### src/rtl/mmt_pkg.sv
package mmt_pkg;

    typedef enum logic [1:0] {
        MODE_HALT   = 2'd0,
        MODE_FREE   = 2'd1,
        MODE_RELOAD = 2'd2,
        MODE_PWM    = 2'd3
    } mode_e;

    // Packed so that the MSB lands on control bit 22 and the LSB on bit 17.
    typedef struct packed {
        logic  irq_en;
        logic  wrap_en;
        mode_e mode;
        logic  run;
        logic  en_pol;
    } ctl_t;

    localparam int CTL_MSB    = 22;
    localparam int CTL_LSB    = 17;
    localparam int STAT_BIT   = 16;
    localparam int BUS_W      = 32;

    localparam int WORD_CTL    = 0;
    localparam int WORD_RELOAD = 1;
    localparam int WORD_COUNT  = 2;

endpackage

### src/rtl/mmt_prescaler.sv
module mmt_prescaler #(
    parameter int DIV = 20
) (
    input  logic clk,
    input  logic rst_n,
    output logic tick_o
);
    localparam int PW = (DIV > 1) ? $clog2(DIV) : 1;

    typedef struct packed {
        logic [PW-1:0] cnt;
    } pre_t;

    pre_t pre_d, pre_q;

    always_comb begin
        pre_d  = pre_q;
        tick_o = (pre_q.cnt == PW'(DIV - 1));
        if (tick_o) begin
            pre_d.cnt = '0;
        end else begin
            pre_d.cnt = pre_q.cnt + PW'(1);
        end
    end

    always_ff @(posedge clk) begin
        if (!rst_n) begin
            pre_q <= '0;
        end else begin
            pre_q <= pre_d;
        end
    end

    generate
        if (DIV > 1) begin : g_gap_chk
            // two ticks never fall on adjacent cycles
            a_r3_tick_gap: assert property (@(posedge clk) disable iff (!rst_n)
                tick_o |=> !tick_o);
        end
    endgenerate

    // phase counter never leaves its range
    a_r3_phase_range: assert property (@(posedge clk) disable iff (!rst_n)
        pre_q.cnt <= PW'(DIV - 1));

endmodule

### src/rtl/mmt_counter.sv
module mmt_counter
    import mmt_pkg::*;
#(
    parameter int CNT_W = 32
) (
    input  logic             clk,
    input  logic             rst_n,
    input  logic             tick_i,
    input  logic             count_en_i,
    input  mode_e            mode_i,
    input  logic             wrap_en_i,
    input  logic             irq_en_i,
    input  logic [CNT_W-1:0] reload_i,
    input  logic             wr_cnt_i,
    input  logic [CNT_W-1:0] wr_data_i,
    input  logic             clr_irq_i,
    output logic [CNT_W-1:0] cnt_o,
    output logic             irq_o,
    output logic             pwm_o
);
    typedef struct packed {
        logic [CNT_W-1:0] cnt;
        logic             irq;
    } cnt_state_t;

    cnt_state_t st_d, st_q;
    logic       step;
    logic       hit;

    always_comb begin
        st_d = st_q;
        step = tick_i && count_en_i;
        hit  = step && (st_q.cnt == CNT_W'(1));

        if (wr_cnt_i) begin
            st_d.cnt = wr_data_i;
        end else if (step) begin
            if (st_q.cnt != '0) begin
                st_d.cnt = st_q.cnt - CNT_W'(1);
            end else begin
                unique case (mode_i)
                    MODE_FREE:   st_d.cnt = wrap_en_i ? '1 : '0;
                    MODE_RELOAD: st_d.cnt = reload_i;
                    MODE_PWM:    st_d.cnt = reload_i;
                    default:     st_d.cnt = st_q.cnt;
                endcase
            end
        end

        if (hit && irq_en_i) begin
            st_d.irq = 1'b1;
        end else if (clr_irq_i) begin
            st_d.irq = 1'b0;
        end
    end

    always_ff @(posedge clk) begin
        if (!rst_n) begin
            st_q <= '0;
        end else begin
            st_q <= st_d;
        end
    end

    assign cnt_o = st_q.cnt;
    assign irq_o = st_q.irq;
    assign pwm_o = (mode_i == MODE_PWM) && (st_q.cnt < (reload_i >> 1));

    // halt mode never moves the count on its own
    a_r5_halt_hold: assert property (@(posedge clk) disable iff (!rst_n)
        (mode_i == MODE_HALT && !wr_cnt_i) |=> $stable(st_q.cnt));

    // unqualified cycles leave the count alone
    a_r4_gate_hold: assert property (@(posedge clk) disable iff (!rst_n)
        (!count_en_i && !wr_cnt_i) |=> $stable(st_q.cnt));

    // free mode without wrap stays parked at zero
    a_r6_park_zero: assert property (@(posedge clk) disable iff (!rst_n)
        (mode_i == MODE_FREE && !wrap_en_i && st_q.cnt == '0 && !wr_cnt_i)
        |=> st_q.cnt == '0);

    // reload mode restarts from the reload word
    a_r7_reload_load: assert property (@(posedge clk) disable iff (!rst_n)
        (mode_i == MODE_RELOAD && step && st_q.cnt == '0 && !wr_cnt_i)
        |=> st_q.cnt == $past(reload_i));

    // flag is sticky until a control write
    a_r9_irq_sticky: assert property (@(posedge clk) disable iff (!rst_n)
        (st_q.irq && !clr_irq_i) |=> st_q.irq);

    // a qualifying zero arrival always raises the flag
    a_r9_irq_set: assert property (@(posedge clk) disable iff (!rst_n)
        (hit && irq_en_i) |=> st_q.irq);

    // software write lands on the next edge
    a_r10_write_wins: assert property (@(posedge clk) disable iff (!rst_n)
        wr_cnt_i |=> st_q.cnt == $past(wr_data_i));

endmodule

### src/rtl/mmt_timer.sv
module mmt_timer
    import mmt_pkg::*;
#(
    parameter int CNT_W  = 32,
    parameter int DIV    = 20,
    parameter int ADDR_W = 3
) (
    input  logic              clk,
    input  logic              rst_n,
    input  logic              hw_en,
    input  logic              reg_wr,
    input  logic [ADDR_W-1:0] reg_addr,
    input  logic [31:0]       reg_wdata,
    output logic [31:0]       reg_rdata,
    output logic              irq,
    output logic              pwm_out
);
    typedef struct packed {
        ctl_t             ctl;
        logic [CNT_W-1:0] rel;
    } regs_t;

    regs_t            rg_d, rg_q;
    logic             wr_ctl;
    logic             wr_rel;
    logic             wr_cnt;
    logic             count_en;
    logic             tick;
    logic [CNT_W-1:0] cnt;

    always_comb begin
        rg_d   = rg_q;
        wr_ctl = reg_wr && (reg_addr == ADDR_W'(WORD_CTL));
        wr_rel = reg_wr && (reg_addr == ADDR_W'(WORD_RELOAD));
        wr_cnt = reg_wr && (reg_addr == ADDR_W'(WORD_COUNT));
        if (wr_ctl) begin
            rg_d.ctl = ctl_t'(reg_wdata[CTL_MSB:CTL_LSB]);
        end
        if (wr_rel) begin
            rg_d.rel = reg_wdata[CNT_W-1:0];
        end
    end

    always_ff @(posedge clk) begin
        if (!rst_n) begin
            rg_q <= '0;
        end else begin
            rg_q <= rg_d;
        end
    end

    assign count_en = (rg_q.ctl.mode != MODE_HALT) && rg_q.ctl.run &&
                      (hw_en == rg_q.ctl.en_pol);

    always_comb begin
        reg_rdata = '0;
        if (reg_addr == ADDR_W'(WORD_CTL)) begin
            reg_rdata[CTL_MSB:CTL_LSB] = rg_q.ctl;
            reg_rdata[STAT_BIT]        = count_en;
        end else if (reg_addr == ADDR_W'(WORD_RELOAD)) begin
            reg_rdata[CNT_W-1:0] = rg_q.rel;
        end else if (reg_addr == ADDR_W'(WORD_COUNT)) begin
            reg_rdata[CNT_W-1:0] = cnt;
        end
    end

    mmt_prescaler #(
        .DIV (DIV)
    ) u_pre (
        .clk    (clk),
        .rst_n  (rst_n),
        .tick_o (tick)
    );

    mmt_counter #(
        .CNT_W (CNT_W)
    ) u_cnt (
        .clk        (clk),
        .rst_n      (rst_n),
        .tick_i     (tick),
        .count_en_i (count_en),
        .mode_i     (rg_q.ctl.mode),
        .wrap_en_i  (rg_q.ctl.wrap_en),
        .irq_en_i   (rg_q.ctl.irq_en),
        .reload_i   (rg_q.rel),
        .wr_cnt_i   (wr_cnt),
        .wr_data_i  (reg_wdata[CNT_W-1:0]),
        .clr_irq_i  (wr_ctl),
        .cnt_o      (cnt),
        .irq_o      (irq),
        .pwm_o      (pwm_out)
    );

    // reload word changes only through its own address
    a_r2_reload_hold: assert property (@(posedge clk) disable iff (!rst_n)
        !(reg_wr && reg_addr == ADDR_W'(WORD_RELOAD)) |=> $stable(rg_q.rel));

    // control word changes only through its own address
    a_r2_ctl_hold: assert property (@(posedge clk) disable iff (!rst_n)
        !(reg_wr && reg_addr == ADDR_W'(WORD_CTL)) |=> $stable(rg_q.ctl));

endmodule

### config.mk
export PLATFORM = sky130hd
export DESIGN_NAME = mmt_timer
export DESIGN_NICKNAME = d
export VERILOG_FILES = /design/src/rtl/mmt_pkg.sv /design/src/rtl/mmt_prescaler.sv /design/src/rtl/mmt_counter.sv /design/src/rtl/mmt_timer.sv
export SDC_FILE = /design/constraint.sdc
export NUM_CORES = 1
export LEC_CHECK = 0
export ABC_AREA = 1
export BUFFER_PORTS_ARGS = -buffer_cell sky130_fd_sc_hd__buf_4
export CAP_MARGIN = 40
export CELL_PAD_IN_SITES_DETAIL_PLACEMENT = 0
export CELL_PAD_IN_SITES_GLOBAL_PLACEMENT = 1
export CORE_MARGIN = 5
export CORE_UTILIZATION = 40
export DETAILED_ROUTE_END_ITERATION = 10
export GPL_TIMING_DRIVEN = 0
export PLACE_DENSITY_LB_ADDON = 0.2
export SLEW_MARGIN = 20
export SYNTH_ARGS = -nofsm -noshare
export SYNTH_HDL_FRONTEND = slang
export SYNTH_SLANG_ARGS = --single-unit
### constraint.sdc
create_clock -name clk -period 2.2 [get_ports clk]
set_input_delay 0.22 -clock clk [delete_from_list [all_inputs] [get_ports clk]]
set_output_delay 0.22 -clock clk [all_outputs]
set_load 0.005 [all_outputs]
Yosys cells after proc, flatten, opt, wreduce, memory -nomap -nowiden
Cells that the tools add are included.
Widths: inputs -> output; s select.
{"block": "totals", "regBits": 76, "in_bits": 39, "word_cells": 51}
{"block": "classes", "add_sub_neg": 2, "magnitude_cmp": 1, "eq_ne": 8, "muxes": 12, "bitwise": 1, "reduce_logical": 18}
{"op": "$mux 32", "count": 6}
{"op": "$pmux 32 s2", "count": 1}
{"op": "$eq 32x1->1 const B", "count": 1}
{"op": "$lt 32x31->1", "count": 1}
{"op": "$reduce_bool 32->1", "count": 1}
{"op": "$sub 32x1->32 const B", "count": 1}
{"op": "$mux 16", "count": 1}
{"op": "$logic_and 1x1->1", "count": 9}
{"op": "$mux 9", "count": 1}
{"op": "$mux 7", "count": 1}
{"op": "$reduce_bool 2->1", "count": 3}
{"op": "$add 5x1->5 const B", "count": 1}
{"op": "$eq 5x5->1 const B", "count": 1}
{"op": "$eq 2x2->1 const B", "count": 2}
{"op": "$reduce_bool 4->1", "count": 1}
{"op": "$reduce_or 2->1", "count": 2}
{"op": "$eq 3x1->1 const B", "count": 1}
{"op": "$eq 3x2->1 const B", "count": 1}
{"op": "$logic_not 3->1", "count": 1}
{"op": "$eq 2x1->1 const B", "count": 1}
{"op": "$mux 1", "count": 2}
{"op": "$reduce_and 2->1", "count": 1}
{"op": "$eq 1x1->1", "count": 1}
{"op": "$not 1->1", "count": 1}

Logic depth before layout (Yosys ltp)
Gate-level depths: netlist of run 1.
{"block": "logic_depth", "depth_word": 7, "depth_mapped": 13}

Hierarchy
From an unflattened synthesis of run 1, not the netlist that was laid out.
{"block": "hier_totals", "hier_cells": 1011, "hier_area_um2": 6276.0}
{"module": "mmt_counter", "instances": 1, "cells_each": 624, "area_per_inst_um2": 3771.1, "seq_area_each_um2": 660.6}
{"module": "mmt_timer", "instances": 1, "cells_each": 356, "area_per_inst_um2": 2273.4, "seq_area_each_um2": 760.7}
{"module": "mmt_prescaler", "instances": 1, "cells_each": 31, "area_per_inst_um2": 231.5, "seq_area_each_um2": 100.1}

Worst setup path after synthesis of run 1
OpenSTA, ideal clock, no wires.
{"block": "synth_path", "path_type": "reg-to-reg", "from": "reg u_cnt.st_q (netlist bit u_cnt.cnt_o[0])", "to": "reg u_cnt.st_q (netlist bit u_cnt.cnt_o[14])", "setup_time_ps": 109, "t_arrival_ps": 1594, "slack_ps": 497, "stages_incl_launch_ff": 13, "period_less_slack_ps": 1703, "path_cell_list": "dfxtp_1 -> inv_1 -> ha_1 -> nand2_2 -> nor2_8 -> nand2_2 -> nor2_4 -> inv_2 -> buf_6 -> nand2_1 -> o211ai_1 -> nand2_1 -> inv_1"}
{"block": "synth_via", "elab_chain_len": 4, "word_cells_on_any_way": 7, "classes_between": "add/sub: 1; mux: 3; reduce/logical: 3"}
{"element": "start: declaration", "line": "mmt_counter.sv:26", "source": "cnt_state_t st_d, st_q;"}
{"element": "start signal: assignment", "line": "mmt_counter.sv:61", "source": "st_q <= st_d;"}
{"element": "$sub 32x1->32 / $reduce_bool 32->1 (equally long branches)", "line": "mmt_counter.sv:39, mmt_counter.sv:38"}
{"element": "$mux 32", "line": "mmt_counter.sv:38", "source": "if (st_q.cnt != '0) begin"}
{"element": "$mux 32", "line": "mmt_counter.sv:37", "source": "end else if (step) begin"}
{"element": "$mux 32", "line": "mmt_counter.sv:35", "source": "if (wr_cnt_i) begin"}
Several ways; a longest one is shown, not always the timed one. The select of a mux whose other input is x is not followed.
A chain may end at the register's enable or synchronous reset.

Worst setup path in the final report of run 1
{"block": "layout_path", "from": "reg u_cnt.st_q (netlist bit u_cnt.cnt_o[29])", "to": "out pwm_out"}
{"block": "layout_via", "elab_chain_len": 2}
{"element": "$lt 32x31->1", "line": "mmt_counter.sv:67", "source": "assign pwm_o = (mode_i == MODE_PWM) && (st_q.cnt < (reload_i >> 1));"}
{"element": "$logic_and 1x1->1", "line": "mmt_counter.sv:67"}
{"element": "end: declaration", "line": "mmt_timer.sv:16", "source": "output logic pwm_out"}
No other way between the ends.

==> results of run 1 <==
-- worst max-delay path, cell delays in order, from the launching register on --
cell and delay [ns]:
dfxtp_1 0.46, ha_1 0.30, a21oi_1 0.12, o21ai_0 0.14, a21oi_2 0.19, o21a_1 0.14, nand2_1 0.06, nor2_1 0.09
buf_4 0.12
-- registers in the layout (all words and copies together), names as in the netlist --
register     flops
rg_q            38
u_cnt.cnt_o     32
u_cnt.irq_o      1
u_pre.pre_q      5
-- worst min path at each step --
stage                     depth (start not counted)                   endpoint                       from  slack (ns)
after floorplan                                   2      rg_q[31]$_SDFFE_PN0P_              reg_wdata[31]        0.37
after global placement                            1  u_pre.pre_q[0]$_SDFF_PP0_  u_pre.pre_q[0]$_SDFF_PP0_        0.43
after detailed placement                          1  u_pre.pre_q[0]$_SDFF_PP0_  u_pre.pre_q[0]$_SDFF_PP0_        0.44
after CTS                                         3      rg_q[31]$_SDFFE_PN0P_              reg_wdata[31]        0.13
after global routing                              3      rg_q[31]$_SDFFE_PN0P_              reg_wdata[31]        0.14
final                                             3      rg_q[31]$_SDFFE_PN0P_              reg_wdata[31]        0.13
-- through the flow --
step	util, %	std cells
after floorplan	-	849
after global placement	46.9	1097
after detailed placement	46.9	1097
after CTS	49.3	1113
after global routing	49.8	1116
final	49.8	1116
-- cells in the mapped netlist (3+ instances only) --
cell and count:
nand2_1 168, inv_1 111, a21oi_1 94, o21ai_0 80, nor2_1 77, dfxtp_1 76, nand3_1 40, ha_1 33
clkbuf_1 25, o22ai_1 24, xor2_1 20, nand4_1 11, o211ai_1 11, inv_2 10, nor2_2 7, o221ai_1 7
buf_2 6, nand2_2 6, nor2_4 6, o21ai_1 6, a21oi_2 4, nand3b_1 4, buf_6 3, o211ai_2 3
-- layer usage --
metal  routed length, µm  vias to the layer above
li1                    -                     2992
met3                1770                       42
met2                9860                      237
met4                 608                        0
met1                9290                     2770
met5                   0                        -
-- final cells by class --
cell class | instances | area, µm²
Sequential cell | 76 | 1530
Clock buffer | 9 | 225
Multi-Input combinational cell | 616 | 3410
Tap cell | 176 | 220
Inverter | 121 | 454
Timing Repair Buffer | 75 | 563
Fill cell | 1434 | 6700
Clock inverter | 7 | 57.6
Buffer | 36 | 175
-- placed cells by master (no fill, tap or decap), drive strengths merged --
| master | synthesis | final |
|---|---|---|
| a21oi | 98 | 98 |
| a22oi | 1 | 1 |
| and3 | 1 | 1 |
| buf | 11 | 85 |
| clkbuf | 25 | 35 |
| clkinv | 0 | 4 |
| dfxtp | 76 | 76 |
| ha | 33 | 33 |
| inv | 121 | 124 |
| nand2 | 174 | 174 |
| nand3 | 41 | 41 |
| nand3b | 4 | 4 |
| nand4 | 11 | 11 |
| nor2 | 91 | 91 |
| nor3 | 3 | 3 |
| o211ai | 14 | 14 |
| o21a | 2 | 2 |
| o21ai | 87 | 87 |
| o21bai | 1 | 1 |
| o221ai | 7 | 7 |
| o22ai | 24 | 24 |
| or2 | 2 | 2 |
| xnor2 | 2 | 2 |
| xor2 | 20 | 20 |
-- power groups by stage --
stage / clock [mW] / sequential [mW] / combinational (mW)
floorplan: 0 / 1.49 / 0.751
global placement: 0 / 1.50 / 1.10
detailed placement: 0 / 1.50 / 1.10
CTS: 1.51 / 1.47 / 1.12
global route: 1.56 / 1.48 / 1.29
finish: 1.47 / 1.47 / 1.17
-- what timing repair did --
action | in CTS | in global routing
endpoints found under the setup margin | 14 | 29
pin swaps | 2 | 6
resized for setup | 13 | 15
setup buffers | 0 | 3
-- logic make-up (layout without fill, tap and decap cells) --
family	after synthesis	in the layout	share of synthesized area (%)
and+or+nand+nor	327	327	26.3
AOI/OAI and AO/OA	234	234	23.7
buffers and inverters	157	248	11.3
DFF	76	76	27.6
adders and majority gates	33	33	7.50
xor gates and xnor gates	22	22	3.50
==> impl_metrics.tcl, run 1 <==
set metrics [dict create \
    finalCritPeriodShare_pct 99.1 \
    clk_pin_slew_ns 0.06 \
    ys_types 38 \
    cts-htree-levels 3 \
    rsz0062_at_grt "true" \
    async_flop_share_pct 0 \
    outcome "finished, final reports clean" \
    grt_pass1_wl_mm 32.4 \
    crit_path_start_kind "flop" \
    cts_root_buf "clkbuf_16" \
    synthCells 849 \
    grt_start_max_net_pins 16 \
    place_hpwl_mm 16.1 \
    skew_ns 0.00828 \
    seq_area_frac_synth_pct 27.6 \
    worst_slew_pin_slew_ns 0.795 \
    fin_nets 1007 \
    power_frac_comb_pct 28.4 \
    antenna_left 0 \
    finalMaxSlewViolations 0 \
    ys_ff_latch 76 \
    clockPowerShare_pct 35.7 \
    worstReg2RegStart "rg_q[35]$_SDFFE_PN0P_" \
    synth_area_leaders "dfxtp_1 (28%), nand2_1 (11%), a21oi_1 (8.5%), inv_1 (7.6%), ha_1 (7.5%)" \
    grt-ovfl-total 0 \
    seq_power_share_pct 35.8 \
    insertion_delay_ns 0.36 \
    maxCapViolations 0 \
    ioPinCount 73 \
    via_per_inst 5.41 \
    synth_top_cell_area_share_pct 27.6 \
    stdcell_area_um2 6640 \
    die_area_um2 16200 \
    max_freq_mhz 459 \
    synth_area_um2 5500 \
    first_iter_violations 497 \
    cts_buffers 9 \
    required_ns 1.98 \
    ir_drop_v 0.000339 \
    syn_avg_cell_area_um2 6.48 \
    fin_worst_hold_slack_ns 0.133 \
    p_int_mw 2.61 \
    avgRoutedWirePerCell_um 19.3 \
    grt_pass1_vias 5666 \
    cp-end-kind "primary output" \
    vias 6041 \
    use_met2_pct 42.6 \
    antenna_found_initial 0 \
    postPlaceCellArea_um2 6260 \
    critPathArrivalTime_ns 1.96 \
    dp_slack_ns -0.118 \
    r2r_slack_ns 0.09 \
    yosysTopAreaCell "dfxtp_1" \
    routed_wirelength_mm 21.5 \
    syn_nets 921 \
    period_needed_ns 2.18 \
    p_per_area_nw_per_um2 618 \
    hp-class "primary input to flop" \
    cts.sinks 76 \
    gp_congestion 0.977 \
    switchingPower_mw 1.50 \
    met3_usage_pct 6.05 \
    switching_share_pct 36.4 \
    placementRows 42 \
    slew_headroom_pct 47.0 \
    n_antenna_cell 0 \
    ys_warn_count 0 \
    cts-hold-fix-buffers 0 \
    fp.dieH_um 127 \
    first_pass_iters 6 \
    drcViolationCount 0 \
    setup.worst_path.end "pwm_out" \
    final.setup.tns_ns 0 \
    p_leak_nw 3.11 \
    synth_edf_count 0 \
    initial_core_util_pct 41.2 \
    power.total_mw 4.11 \
    synthToLayoutAreaGrowth_pct 20.7 \
    setup_viol 0 \
    setup_ws_ns 0.0204 \
    cp_max_fo 5 \
    critPathLaunch "u_cnt.cnt_o[29]$_SDFFE_PN0P_" \
    top_usage_layer "met2" \
    worstReg2RegEnd "u_cnt.cnt_o[29]$_SDFFE_PN0P_" \
    clockBufferDepth 2 \
    critPathKind "flop to primary output" \
    die_w_um 127 \
    use_met1_pct 34.7 \
    synth_ff_type "dfxtp_1" \
    coreArea_um2 13300 \
    drive_above_1_share_pct 17.2 \
    grt_usage_pct 26.4 \
    portBuffers 72 \
    hold_viol_final 0 \
    cts_tree "done" \
    reg2regPathDepth 11 \
]
(Power assumes the default switching activity.)
==> run 2, diff against run 1 <==
Settings changed: PLACE_DENSITY set to 0.83, PLACE_DENSITY_LB_ADDON 0.2 to not set.
==> impl_metrics.tcl, run 2 (synthesized netlist as in run 1, its figures left out) <==
set metrics [dict create \
    cp_max_fo 3 \
    final_common_cell "nand2_1" \
    fin_nets 1007 \
    initial_core_util_pct 41.2 \
    max_stage_delay_ns 0.36 \
    routed_wirelength_mm 21.0 \
    avgRoutedWirePerCell_um 18.9 \
    setup.worst_path.end "pwm_out" \
    crit_buf_inv 3 \
    die_w_um 127 \
    grt_start_max_net_pins 14 \
    critPathLaunch "rg_q[31]$_SDFFE_PN0P_" \
    p_per_area_nw_per_um2 626 \
    rsz0062_at_grt "true" \
    postPlaceCellArea_um2 6260 \
    finalMaxSlewViolations 0 \
    drive_above_1_share_pct 17.6 \
    period_needed_ns 2.21 \
    clockBufferDepth 2 \
    vias 6104 \
    placementRows 42 \
    reg2regPathDepth 13 \
    antenna_found_initial 0 \
    grt_usage_pct 26.3 \
    gp_congestion 0.957 \
    setup_ws_ns -0.00559 \
    crit_path_start_kind "flop" \
    maxCapViolations 0 \
    p_leak_nw 3.11 \
    required_ns 1.98 \
    ir_drop_v 0.000339 \
    largest-register "rg_q" \
    grt-ovfl-total 0 \
    cp-end-kind "primary output" \
    cts-htree-levels 3 \
    first_iter_violations 609 \
    setup_viol 1 \
    coreArea_um2 13300 \
    fp.dieH_um 127 \
    worstReg2RegEnd "u_cnt.cnt_o[6]$_SDFFE_PN0P_" \
    via_per_inst 5.47 \
    cts_tree "done" \
    cts_buffers 9 \
    cts_root_buf "clkbuf_16" \
    outcome "finished with violations" \
    dp_slack_ns 0.0731 \
    drcViolationCount 0 \
    place_hpwl_mm 15.7 \
    first_pass_iters 5 \
    cpLargestDelayFamily "simple AND/OR/NAND/NOR gates" \
    portBuffers 72 \
    largest_reg_flops 38 \
    cts.sinks 76 \
    n_antenna_cell 0 \
    worstReg2RegStart "u_cnt.cnt_o[0]$_SDFFE_PN0P_" \
    worst_slew_pin_slew_ns 0.748 \
    fin_worst_hold_slack_ns 0.147 \
    hp-class "primary input to flop" \
    critPathSlowestCell "dfxtp_1" \
    violations "negative setup slack" \
    hold_viol_final 0 \
    post-route-util_pct 50.0 \
    power.total_mw 4.18 \
    die_area_um2 16200 \
    crit_cells 9 \
    grt_pass1_vias 5757 \
    r2r_slack_ns 0.14 \
    finalCritPeriodShare_pct 100 \
    antenna_left 0 \
    mostFrequentLayoutCells "nand2_1 (167), inv_1 (109), a21oi_1 (91)" \
    grt_pass1_wl_mm 32.7 \
    crit_chain "inv_1 -> ha_1 -> nand4_1 -> inv_1 -> nand4_1 -> o21a_1 -> nand2_1 -> nor2_1 -> buf_4" \
    slew_headroom_pct 50.1 \
    clk_pin_slew_ns 0.06 \
    critPathKind "flop to primary output" \
    stdcell_area_um2 6670 \
    max_freq_mhz 453 \
    skew_ns 0.00855 \
    critPathArrivalTime_ns 1.99 \
    ioPinCount 73 \
    synthToLayoutAreaGrowth_pct 21.2 \
    insertion_delay_ns 0.35 \
]
[run 2: cell types whose count changed in the layout (fill, tap and decap cells not counted), moves of 2 or more]
cell,previous run,this run
ha_4,1,3
inv_6,3,0
inv_2,10,12
clkinv_4,3,1
clkinvlp_4,0,2
inv_1,111,109
ha_1,32,30
[run 2: metal layers]
layer / GRT usage, % / part of all wire, %
met3: 4.13 / 7.7
met1: 35.7 / 44
met4: 11.3 / 3.4
met2: 41.3 / 45
met5: 0 / 0
[run 2: report_power, final]
group / switching, mW / internal (mW)
sequential: 0.0484 / 1.43
combinational: 0.758 / 0.400
clock: 0.635 / 0.908
total: 1.44 / 2.73
[run 2: layout make-up]
class                   instances  area (µm²)
inverters                     121         454
plain buffers                  36         169
repair buffers                 75         563
flip-flops and latches         76        1540
fillers                      1417        6680
clock buffers                  10         239
multi-input cells             616        3430
clock inverters                 6        63.8
well taps                     176         220
[run 2: how the worst min path moves through the flow]
stage	start	to	slack, ns	cells after the start
final	reg_wdata[31]	rg_q[31]$_SDFFE_PN0P_	0.15	3
after detailed placement	u_pre.pre_q[0]$_SDFF_PP0_	u_pre.pre_q[0]$_SDFF_PP0_	0.44	1
after CTS	reg_wdata[31]	rg_q[31]$_SDFFE_PN0P_	0.13	3
after floorplan	reg_wdata[31]	rg_q[31]$_SDFFE_PN0P_	0.37	2
after global routing	reg_wdata[4]	rg_q[4]$_SDFFE_PN0P_	0.16	3
after global placement	u_pre.pre_q[0]$_SDFF_PP0_	u_pre.pre_q[0]$_SDFF_PP0_	0.43	1
[run 2: what timing repair did]
| action | CTS | global route |
|---|---|---|
| resized for setup | 9 | 18 |
| endpoints found under the setup margin | 1 | 15 |
| hold buffers | 0 | 0 |
| setup buffers | 0 | 3 |
| pin swaps | 1 | 5 |
[run 2: worst reg2reg max path: stages (launching register included)]
cell     delay (ns)
dfxtp_1        0.34
inv_1          0.13
ha_1           0.22
nand2_2        0.15
nor2_4         0.20
nand2_1        0.11
nor2_4         0.18
nand2_4        0.12
nor2_4         0.22
nand2_1        0.08
nand2_1        0.06
nand2_1        0.05
nand3_1        0.07
inv_1          0.03
[run 2: per-stage QoR]
step | instances | TNS (ns)
6_report | 1116 | -0.00559
5_1_grt | 1116 | -0.0834
4_1_cts | 1113 | 0
3_5_place_dp | 1097 | 0
3_3_place_gp | 1097 | 0
2_1_floorplan | 849 | 0
==> run 3, diff against run 2 <==
Settings changed: CORE_MARGIN 5 to not set, TNS_END_PERCENT set to 10.
Clock period 2.2 ns to 2.9 ns, I/O delays scaled along.
==> impl_metrics.tcl, run 3 (synthesized netlist as in run 1, its figures left out) <==
set metrics [dict create \
    p_per_area_nw_per_um2 489 \
    placementRows 42 \
    mostFrequentLayoutCells "nand2_1 (168), inv_1 (111), a21oi_1 (94)" \
    largest_reg_flops 38 \
    die_w_um 119 \
    critPathArrivalTime_ns 2.08 \
    antenna_found_initial 0 \
    critPathSlowestCell "dfxtp_1" \
    p_leak_nw 3.09 \
    die_area_um2 14200 \
    rsz0062_at_grt "false" \
    cp_max_fo 3 \
    cp-end-kind "primary output" \
    cts-hold-fix-buffers 0 \
    cpLargestDelayFamily "simple AND/OR/NAND/NOR gates" \
    hold_viol_final 0 \
    ir_drop_v 0.000280 \
    cts-htree-levels 3 \
    cts_buffers 9 \
    largest-register "rg_q" \
    initial_core_util_pct 41.2 \
    grt-ovfl-total 0 \
    maxCapViolations 0 \
    vias 6053 \
    fin_nets 1004 \
    avgRoutedWirePerCell_um 18.7 \
    drcViolationCount 0 \
    final_common_cell "nand2_1" \
    n_antenna_cell 0 \
    synthToLayoutAreaGrowth_pct 19.6 \
    portBuffers 72 \
    postPlaceCellArea_um2 6260 \
    coreArea_um2 13300 \
    drive_above_1_share_pct 14.9 \
    cts_root_buf "clkbuf_16" \
    grt_pass1_vias 5473 \
    fp.dieH_um 119 \
    first_iter_violations 497 \
    critPathKind "flop to primary output" \
    period_needed_ns 2.37 \
    required_ns 2.61 \
    slew_headroom_pct 48.2 \
    cts.sinks 76 \
    ioPinCount 73 \
    setup_viol 0 \
    crit_path_start_kind "flop" \
    grt_start_max_net_pins 14 \
    crit_buf_inv 2 \
    clockBufferDepth 2 \
    max_stage_delay_ns 0.34 \
    clk_pin_slew_ns 0.06 \
    via_per_inst 5.44 \
    first_pass_iters 5 \
    grt_usage_pct 30.0 \
    skew_ns 0.00855 \
    antenna_left 0 \
    gp_congestion 0.957 \
    outcome "finished, final reports clean" \
    max_freq_mhz 422 \
    hp-class "primary input to flop" \
    finalCritPeriodShare_pct 81.7 \
    finalMaxSlewViolations 0 \
    worst_slew_pin_slew_ns 0.776 \
    stdcell_area_um2 6580 \
    grt_pass1_wl_mm 32.0 \
    cts_resized 0 \
    final.setup.tns_ns 0 \
    cp_common_cell "nand2_1" \
    place_hpwl_mm 15.4 \
    cts_tree "done" \
    routed_wirelength_mm 20.8 \
    crit_chain "inv_1 -> ha_1 -> nand2_1 -> o21ai_0 -> nand2_1 -> nand2_1 -> nand2_1 -> nand2_1 -> nand2_1 -> nand2_1 -> nor2_1 -> buf_4" \
    post_cts_buffers 0 \
    fin_worst_hold_slack_ns 0.219 \
    insertion_delay_ns 0.35 \
]
==> run 3: power by group <==
part	leakage, nW	internal [mW]	switching, mW
clock	0.149	0.755	0.495
combinational	2.32	0.288	0.565
sequential	0.617	1.08	0.0355
==> run 3: cell type report <==
cell class	count	area, µm²
fillers	1490	6770
multi-input cells	616	3360
flip-flops and latches	76	1520
repair buffers	72	541
inverters	121	454
clock buffers	10	229
well taps	176	220
plain buffers	36	169
clock inverters	6	88.8
==> run 3: worst register-to-register path, delay by kind of cell, from the launching register on <==
| family | cells | cell delay, ns |
|---|---|---|
| AOI/OAI and AO/OA | 2 | 0.29 |
| buffers and inverters | 3 | 0.75 |
| DFF | 1 | 0.30 |
| and+or+nand+nor | 4 | 0.76 |
==> run 3: metal layers <==
metal	track usage [%]	routed length (µm)	up-vias
li1	-	-	2979
met1	41.3	9210	2788
met2	47.8	9460	246
met3	4.60	1590	40
met4	9.61	502	0
met5	0	0	-
==> run 3: path summary, 6_finish.rpt <==
path,to,slack (ns),cells past startpoint,startpoint
worst min register to register,u_pre.pre_q[0]$_SDFF_PP0_,0.45,1,u_pre.pre_q[0]$_SDFF_PP0_
worst max register to register,u_cnt.cnt_o[28]$_SDFFE_PN0P_,0.70,9,rg_q[36]$_SDFFE_PN0P_
worst max-delay path,pwm_out,0.53,12,rg_q[4]$_SDFFE_PN0P_
worst min-delay path,rg_q[31]$_SDFFE_PN0P_,0.22,3,reg_wdata[31]
==> run 3: through the flow <==
step	cells	power (mW)	utilization (%)	setup slack [ns]
final	1113	3.22	49.3	0.532
after global routing	1113	3.38	49.3	0.288
after CTS	1113	3.22	49.3	0.523
after detailed placement	1097	1.97	46.9	0.664
after global placement	1097	1.97	46.9	0.646
after floorplan	849	1.70	-	1.20
